## src/rtl/baud_pkg.sv

```systemverilog
package baud_pkg;
  typedef enum logic [1:0] {
    MODE_SHIFT = 2'b00,
    MODE_UART8 = 2'b01,
    MODE_FIX9  = 2'b10,
    MODE_VAR9  = 2'b11
  } ser_mode_e;

  localparam int SHIFT_DIV = 12;
  localparam int FIX_PRE   = 32;
  localparam int VAR_PRE   = 16;
  localparam int NPATH     = 2;  // 0 = transmit, 1 = receive
endpackage

```

## src/rtl/div_stage.sv

```systemverilog
module div_stage #(
  parameter int N = 16
) (
  input  logic clk,
  input  logic rst_n,
  input  logic clr,
  input  logic tick,
  output logic wrap
);
  localparam int W = (N > 1) ? $clog2(N) : 1;
  localparam logic [W-1:0] LAST = W'(N - 1);

  logic [W-1:0] cnt;

  assign wrap = tick && (cnt == LAST);

  always_ff @(posedge clk) begin
    if (!rst_n)     cnt <= '0;
    else if (clr)   cnt <= '0;
    else if (tick)  cnt <= wrap ? '0 : cnt + 1'b1;
  end
endmodule

```

## src/rtl/rate_path.sv

```systemverilog
module rate_path #(
  parameter int PRE = 16
) (
  input  logic clk,
  input  logic rst_n,
  input  logic clr,
  input  logic tick,
  input  logic bypass,
  output logic pulse
);
  logic pre_wrap;
  logic half_wrap;

  div_stage #(.N(PRE)) u_pre (
    .clk(clk), .rst_n(rst_n), .clr(clr), .tick(tick), .wrap(pre_wrap)
  );

  div_stage #(.N(2)) u_half (
    .clk(clk), .rst_n(rst_n), .clr(clr), .tick(pre_wrap && !bypass), .wrap(half_wrap)
  );

  assign pulse = bypass ? pre_wrap : half_wrap;
endmodule

```

## src/rtl/baud_clk_gen.sv

```systemverilog
module baud_clk_gen
  import baud_pkg::*;
(
  input  logic       clk,
  input  logic       rst_n,
  input  logic       osc_tick,
  input  logic [1:0] mode_sel,
  input  logic       dbl_rate,
  input  logic       t1_ovf,
  input  logic       t2_ovf,
  input  logic       tx_use_t2,
  input  logic       rx_use_t2,
  output logic       tx_bit_en,
  output logic       rx_bit_en,
  output logic       shift_en
);
  ser_mode_e mode_now, mode_q;
  logic mode_chg, live;
  logic is_shift, is_fix, is_var;
  logic sh_pulse, fix_pulse;
  logic [NPATH-1:0] use_t2, var_pulse;

  assign mode_now = ser_mode_e'(mode_sel);
  assign mode_chg = (mode_now != mode_q);
  assign live     = !mode_chg;
  assign is_shift = (mode_now == MODE_SHIFT);
  assign is_fix   = (mode_now == MODE_FIX9);
  assign is_var   = (mode_now == MODE_UART8) || (mode_now == MODE_VAR9);
  assign use_t2   = {rx_use_t2, tx_use_t2};

  always_ff @(posedge clk) begin
    if (!rst_n) mode_q <= MODE_SHIFT;
    else        mode_q <= mode_now;
  end

  div_stage #(.N(SHIFT_DIV)) u_shift (
    .clk(clk), .rst_n(rst_n), .clr(mode_chg),
    .tick(live && is_shift && osc_tick), .wrap(sh_pulse)
  );

  rate_path #(.PRE(FIX_PRE)) u_fixed (
    .clk(clk), .rst_n(rst_n), .clr(mode_chg),
    .tick(live && is_fix && osc_tick), .bypass(dbl_rate), .pulse(fix_pulse)
  );

  for (genvar g = 0; g < NPATH; g++) begin : g_path
    logic src;
    assign src = use_t2[g] ? t2_ovf : t1_ovf;
    rate_path #(.PRE(VAR_PRE)) u_var (
      .clk(clk), .rst_n(rst_n), .clr(mode_chg),
      .tick(live && is_var && src), .bypass(dbl_rate), .pulse(var_pulse[g])
    );
  end

  always_ff @(posedge clk) begin
    if (!rst_n) begin
      tx_bit_en <= 1'b0;
      rx_bit_en <= 1'b0;
      shift_en  <= 1'b0;
    end else begin
      tx_bit_en <= var_pulse[0] || fix_pulse;
      rx_bit_en <= var_pulse[1] || fix_pulse;
      shift_en  <= sh_pulse;
    end
  end

  AST_SHIFT_ONLY_M0: assert property (@(posedge clk) disable iff (!rst_n)
    shift_en |-> (mode_q == MODE_SHIFT));
  AST_NO_BITS_IN_M0: assert property (@(posedge clk) disable iff (!rst_n)
    (tx_bit_en || rx_bit_en) |-> (mode_q != MODE_SHIFT));
  AST_FIXED_LOCKSTEP: assert property (@(posedge clk) disable iff (!rst_n)
    (mode_q == MODE_FIX9) |-> (tx_bit_en == rx_bit_en));
  AST_CHANGE_SILENT: assert property (@(posedge clk) disable iff (!rst_n)
    mode_chg |=> (!tx_bit_en && !rx_bit_en && !shift_en));
  AST_TX_ONE_CYCLE: assert property (@(posedge clk) disable iff (!rst_n)
    tx_bit_en |=> !tx_bit_en);
  AST_RX_ONE_CYCLE: assert property (@(posedge clk) disable iff (!rst_n)
    rx_bit_en |=> !rx_bit_en);
  AST_SHIFT_ONE_CYCLE: assert property (@(posedge clk) disable iff (!rst_n)
    shift_en |=> !shift_en);
endmodule

```

## config.mk

```make
export PLATFORM = sky130hd
export DESIGN_NAME = baud_clk_gen
export DESIGN_NICKNAME = d
export VERILOG_FILES = /design/src/rtl/baud_pkg.sv /design/src/rtl/div_stage.sv /design/src/rtl/rate_path.sv /design/src/rtl/baud_clk_gen.sv
export SDC_FILE = /design/constraint.sdc
export NUM_CORES = 1
export LEC_CHECK = 0
export BUFFER_PORTS_ARGS = -buffer_cell sky130_fd_sc_hd__buf_4
export CAP_MARGIN = 20
export CORE_UTILIZATION = 39
export CTS_CLUSTER_SIZE = 20
export DETAILED_ROUTE_END_ITERATION = 7
export HOLD_SLACK_MARGIN = 0.1
export REMOVE_ABC_BUFFERS = 1
export SLEW_MARGIN = 5
export SYNTH_ARGS = -nofsm -noshare
export SYNTH_HDL_FRONTEND = slang
export SYNTH_SLANG_ARGS = --single-unit
```

## constraint.sdc

```tcl
create_clock -name clk -period 2.9 [get_ports clk]
set_input_delay 0.435 -clock clk [delete_from_list [all_inputs] [get_ports clk]]
set_output_delay 0.435 -clock clk [all_outputs]
set_load 0.03 [all_outputs]
```

==> results of run 1 <==
state kept, by name (all words and copies together), names as in the netlist:
register / cells
g_path.u_var.u_half.cnt: 2
g_path.u_var.u_pre.cnt: 8
mode_q: 2
rx_bit_en: 1
shift_en: 1
tx_bit_en: 1
u_fixed.u_half.cnt: 1
u_fixed.u_pre.cnt: 5
u_shift.cnt: 4
critical path, delay by kind of cell (launching register included):
kind / cells / cell delay (ns)
XOR/XNOR: 1 / 0.49
AO/OA/AOI/OAI: 1 / 0.42
flip-flops: 1 / 0.38
AND/OR/NAND/NOR: 1 / 0.20
buffers and inverters: 1 / 0.31
logic make-up (layout without fill, tap and decap cells):
| family | after synthesis | in the layout |
|---|---|---|
| fa+ha+maj | 5 | 5 |
| xor+xnor | 4 | 4 |
| simple gates | 60 | 60 |
| mux | 9 | 9 |
| compound gates | 26 | 26 |
| buf+inv | 8 | 17 |
| flops | 25 | 25 |
per-stage QoR:
stage          power [W]  cells
4_1_cts        0.0005528    177
2_1_floorplan  0.0003729    129
6_report       0.0005422    177
5_1_grt        0.0005689    177
3_5_place_dp   0.0003926    173
3_3_place_gp   0.0003916    173
power by group:
part           switching (W)  leakage [nW]  internal, W
logic              0.0000213         0.254    0.0000162
registers         0.00000201         0.202     0.000345
clock network       0.000103        0.0150    0.0000539
total               0.000127         0.471     0.000415
layer usage:
| layer | up-vias | wire (um) | track usage, % |
|---|---|---|---|
| li1 | 519 | - | - |
| met1 | 477 | 1027 | 17.98 |
| met2 | 13 | 1169 | 27.57 |
| met3 | 4 | 87 | 4.911 |
| met4 | 0 | 32 | 5.782 |
| met5 | - | 0 | 0 |
path summary, 6_finish.rpt:
check                                                       start  slack [ns]                                        end
worst max-delay path                         mode_q[1]$_SDFF_PN0_        1.03  g_path[0].u_var.u_pre.cnt[3]$_SDFFE_PP0P_
worst min register to register  u_fixed.u_pre.cnt[4]$_SDFFE_PP0P_        0.50          u_fixed.u_pre.cnt[4]$_SDFFE_PP0P_
worst min-delay path                                  mode_sel[0]        0.32                       mode_q[0]$_SDFF_PN0_
worst max register to register               mode_q[1]$_SDFF_PN0_        1.03  g_path[0].u_var.u_pre.cnt[3]$_SDFFE_PP0P_
final cells by class:
type	count	share of cell area, %
multi-input cells	104	50.33
flip-flops and latches	25	37.49
repair buffers	13	7.310
well taps	31	2.905
clock buffers	4	1.968
placed cells by master (no fill, tap or decap), types with 2 or more instances in the layout:
cell type / n
xnor2_1: 2
buf_4: 13
nand3b_1: 2
ha_1: 5
nor2_1: 19
a21boi_0: 3
mux2_2: 2
xor2_1: 2
or3_1: 3
o221ai_1: 2
a21oi_1: 11
clkbuf_4: 3
nand2_1: 8
dfxtp_1: 25
mux2i_1: 7
nor4_1: 2
and2_1: 3
and3_1: 6
o21ai_0: 6
nand4_1: 6
nor4b_1: 2
nor3_1: 2
==> qor.txt, run 1 <==
Initial Utilization: 42.46%
Max_cap viols: 0
Final hold vios: 0
Outcome: finished with violations
Layout cells sized above 1: 12.33%
Post-synth EDFFs: 0
Area of the multi-input gates: 671.9 um2
Post-place setup slack: 0.7843 ns
Synthesized area: 1211 um2
RSZ-0062 raised after global routing: false
CP endpoint kind: flop
Xor/xnor share of the synthesized area: 2.893%
Iter 0 DRT Violations: 36
Die X: 57.73 um
DIE AREA: 3332 um2
Post-DR vias/cell: 5.723
GP Congestion: 0.7743
Vias: 1013
Crit start category: flop
Yosys reg bits: 25
Area share of the largest cell type after synthesis: 41.32%
Max-slew violations: 0
First drt pass iteration count: 6
H-tree levels: 1
Worst VDD drop: 0.2671 mV
Final Skew: 0.007366 ns
Fmax: 0.5349 GHz
Synth Area in Simple Gates: 26.86%
First-pass GRT wire length: 4002 um
Number of port buffers: 12
Largest net degree at the start of global routing: 14
Worst path slowest cell: xnor2_1
Post-synthesis adder-cell area fraction: 5.165%
Drt total wl: 2316 um
TritonCTS clock tree: built
Initial antenna violation count: 0
WL/cell: 13.08 um
Drt drc: 1
Max transition margin: 54.69%
Cts hold-fix bufs: 0
Count of cell types in the netlist: 34
Critical Path AT: 2.12 ns
Antenna fix cells: 0
Seq. cell area: 500.5 um2
CTS-repair resized insts: 0
Synth Area in Compound Gates: 12.91%
CTS root buffer: clkbuf_4
Vias in the first global route: 959
WS Path Type: flop to flop
Tmin final: 1.870 ns
Area contributors post-synth: dfxtp_1, nor2_1, mux2i_1
Final number of setup-violating endpoints: 0
Main combinational cell family by area after synthesis: simple AND/OR/NAND/NOR gates
PwrDens: 406.1 nW/um2
CTS Buf Count: 3
Post-CTS setup buffers: 0
Critical Path RT: 3.15 ns
Gate Count Post-Synth: 137
Failing checks: design-rule violations
Seq/Total Area, Yosys: 41.32%
Multiplexer share of the synthesized area: 7.645%
Commonest register cell after synthesis: dfxtp_1
Measured slew at the worst slew-check pin: 0.6766 ns
Setup TNS: 0 ns
Worst path max stage delay: 0.49 ns
Sink Count: 25
Final WS setup: 1.030 ns
WHS: 0.3241 ns
Leakage power: 0.4708 nW
Yosys warning count: 0
Routed Antenna Nets: 0
Worst-path clk slew: 0.13 ns
CP Max Fanout: 12
Worst-skew pair later-pin latency: 0.32 ns
Synth top cells by count: dfxtp_1, nor2_1, a21oi_1, nand2_1, mux2i_1
Hold path depth: 2
Post-Syn Area per Cell: 8.841 um2
Core Footprint: 2853 um2
Worst hold path class: input pin to flop
Most common cell in the netlist: dfxtp_1
Tcrit/Tclk final: 64.47%
All-Layer GR Usage: 15.71%
Post-synth ARST share: 0%
Placed Area: 1309 um2
Fillers: 291
Die Y: 57.73 um
CP cell instances: xnor2_1, o211ai_1, buf_4, nor3_1
Total gr overflow: 0
Dominant cell type by area after synthesis: dfxtp_1
Row count: 19
Finished Cell Area: 1335 um2
I/O pin count: 13
HPWL after DPL: 1764 um
Syn-to-layout area delta: 10.23%
R2r worst-path depth: 4
Final Net Count: 162
Worst-case clock buffer depth: 2
Core Util, Final: 46.80%
(Power assumes the default switching activity.)
==> inputs of run 2 (changes only) <==
--- a/config.mk
+++ b/config.mk
@@ -5,6 +5,7 @@
 export SDC_FILE = /design/constraint.sdc
 export NUM_CORES = 1
 export LEC_CHECK = 0
+export ABC_AREA = 1
 export BUFFER_PORTS_ARGS = -buffer_cell sky130_fd_sc_hd__buf_4
 export CAP_MARGIN = 20
 export CORE_UTILIZATION = 39
==> constraint.sdc (replaced) <==
create_clock -name clk -period 1.9 [get_ports clk]
set_input_delay 0.285 -clock clk [delete_from_list [all_inputs] [get_ports clk]]
set_output_delay 0.285 -clock clk [all_outputs]
set_load 0.03 [all_outputs]
==> run 2 against run 1 <==
  * The run now ends clean
  * Sequential share of layout area down 2.5 points
  * Hold slack worse by 0.15 ns
  * Flip-flop and latch count unchanged
  * Non-clock buffer count down 1
  * Clock skew down 0.0057 ns
  * Global-route usage down 0.84 points
  * Cell count up 29%
  * Final area up 7.2%
  * Synthesized cell count up 24%
  * Via count up 3.8%
  * Utilization down 0.29 points
  * Die area up 4.8%
==> qor.txt, run 2 <==
Commonest non-fill, non-tap cells in the layout: nand2_1, inv_1, dfxtp_1, nor2_1
WHS: 0.1782 ns (-0.1459 ns)
Post-Syn Area per Cell: 7.478 um2 (-15%)
CTS root buffer: clkbuf_4
Commonest non-fill, non-tap cell in the layout: nand2_1
Vias in the first global route: 919 (-4.2%)
Max transition margin: 73.01% (+18 points)
Gate Count Post-Synth: 170 (+24%)
Tot Pwr: 0.0008370 W (+54%)
Die X: 59.09 um (+2.4%)
GP Congestion: 0.7658 (-1.1%)
Leakage power: 0.6015 nW (+28%)
HPWL after DPL: 1741 um (-1.3%)
Critical Path RT: 2.12 ns (-1.03 ns)
Cts hold-fix bufs: 0 (unchanged)
Outcome: finished clean
Count of cell types in the netlist: 27 (-21%)
DIE AREA: 3492 um2 (+4.8%)
Worst-path clk slew: 0.13 ns (about the same)
Tmin final: 1.438 ns (-0.4316 ns)
Worst VDD drop: 0.2835 mV (+6.1%)
Core Footprint: 3078 um2 (+7.9%)
Post-synth ARST share: 0% (unchanged)
Largest net degree at the start of global routing: 14 (unchanged)
I/O pin count: 13 (unchanged)
Syn-to-layout area delta: 12.60%
Worst hold path class: input pin to flop
Final number of setup-violating endpoints: 0 (unchanged)
Total gr overflow: 0 (unchanged)
Biggest regs: g_path.u_var.u_pre.cnt: 8 flops, u_fixed.u_pre.cnt: 5 flops, u_shift.cnt: 4 flops
Post-DR vias/cell: 4.594 (-20%)
Initial Utilization: 41.30% (-1.2 points)
Final Net Count: 201 (+24%)
Max-slew violations: 0 (unchanged)
Synthesized area: 1271 um2 (+5.0%)
Yosys reg bits: 25 (unchanged)
Critical Path AT: 1.66 ns (-0.46 ns)
Initial antenna violation count: 0 (unchanged)
Max reg flops: 8 (unchanged)
Routed Antenna Nets: 0 (unchanged)
Setup TNS: 0 ns (unchanged)
WS Path Type: flop to flop
TritonCTS clock tree: built
Crit start category: flop
Synth top cells by count: nand2_1, dfxtp_1, inv_1, nor2_1, nand3_1
Area share of the largest cell type after synthesis: 39.37% (-2.0 points)
Drt drc: 0 (-1)
Iter 0 DRT Violations: 30 (-17%)
Final Skew: 0.001628 ns (-0.005738 ns)
Post-CTS setup buffers: 0 (unchanged)
Fmax: 0.6954 GHz (+30%)
First drt pass iteration count: 4 (-2)
CTS-repair resized insts: 0 (unchanged)
Worst-case clock buffer depth: 2 (unchanged)
Row count: 20 (+1)
First-pass GRT wire length: 3850 um (-3.8%)
CTS Buf Count: 3 (unchanged)
Vias: 1052 (+3.8%)
WL/cell: 9.869 um (-25%)
Yosys warning count: 0 (unchanged)
Die Y: 59.09 um (+2.4%)
H-tree levels: 1 (unchanged)
Final hold vios: 0 (unchanged)
Tcrit/Tclk final: 75.69% (+11 points)
Worst-skew pair later-pin latency: 0.31 ns (about the same)
Dominant cell type by area after synthesis: dfxtp_1
Most common cell in the netlist: nand2_1
Fillers: 321 (+10%)
Number of port buffers: 12 (unchanged)
All-Layer GR Usage: 14.88% (-0.84 points)
Reg with most FFs: g_path.u_var.u_pre.cnt
RSZ-0062 raised after global routing: false
Measured slew at the worst slew-check pin: 0.4035 ns (-0.2731 ns)
PwrDens: 584.8 nW/um2 (+44%)
CP Max Fanout: 3 (-9)
Post-synth EDFFs: 0 (unchanged)
Antenna fix cells: 0 (unchanged)
Sink Count: 25 (unchanged)
Seq/Total Area, Yosys: 39.37% (-2.0 points)
CP endpoint kind: flop
Area contributors post-synth: dfxtp_1, nand2_1, inv_1
Drt total wl: 2260 um (-2.4%)
Max_cap viols: 0 (unchanged)
Layout cells sized above 1: 19.46% (+7.1 points)
Commonest register cell after synthesis: dfxtp_1
run 2: where the power goes:
part           leakage (nW)  switching (W)  internal [W]
sequential            0.202     0.00000379      0.000527
combinational         0.385      0.0000435     0.0000254
clock                0.0150       0.000155     0.0000820
run 2: cells by family (layout without fill, tap and decap cells):
kind of cell	count (synthesis)	count (layout)	share of synthesized area, %
xor gates and xnor gates	4	4	2.756
buffers and inverters	30	45	9.547
and+or+nand+nor	84	84	33.86
DFF	25	25	39.37
adders and majority gates	5	5	4.921
AOI/OAI and AO/OA	22	22	9.548
run 2: final timing paths:
check	from	endpoint	slack, ns	cells after the start
worst min register to register	u_shift.cnt[1]$_SDFFE_PP0P_	u_shift.cnt[1]$_SDFFE_PP0P_	0.49	2
worst max register to register	u_fixed.u_pre.cnt[0]$_SDFFE_PP0P_	u_fixed.u_half.cnt$_SDFFE_PP0P_	0.46	7
worst max-delay path	u_fixed.u_pre.cnt[0]$_SDFFE_PP0P_	u_fixed.u_half.cnt$_SDFFE_PP0P_	0.46	7
worst min-delay path	mode_sel[1]	mode_q[1]$_SDFF_PN0_	0.18	3
run 2: worst max-delay path: stages (launching register included):
cell	delay, ns
dfxtp_1	0.40
ha_1	0.18
inv_1	0.05
nor3_1	0.17
ha_1	0.24
nand2_4	0.07
o21ai_0	0.16
a21oi_1	0.08
run 2: per-stage QoR:
| step | cells | utilization (%) | cell area, um2 | setup WS [ns] |
|---|---|---|---|---|
| floorplan | 169 | - | 1260 | 0.6151 |
| global placement | 225 | 45.65 | 1405 | 0.4957 |
| detailed placement | 225 | 45.65 | 1405 | 0.4687 |
| CTS | 229 | 46.50 | 1431 | 0.4450 |
| global route | 229 | 46.50 | 1431 | 0.2131 |
| finish | 229 | 46.50 | 1431 | 0.4619 |
run 2: routing by layer:
metal	GRT usage, %	wire length (um)	vias up
met2	25.65	1113	10
met4	7.143	33	0
met3	1.965	50	4
li1	-	-	570
met5	0	0	-
met1	18.28	1062	468
run 2: area by class of cell:
| class | instances | area, um2 | area share [%] |
|---|---|---|---|
| Multi-Input combinational cell | 115 | 649.4 | 45.37 |
| Sequential cell | 25 | 500.5 | 34.97 |
| Inverter | 29 | 110.1 | 7.692 |
| Timing Repair Buffer | 12 | 90.09 | 6.294 |
| Tap cell | 44 | 55.05 | 3.846 |
| Clock buffer | 4 | 26.28 | 1.836 |
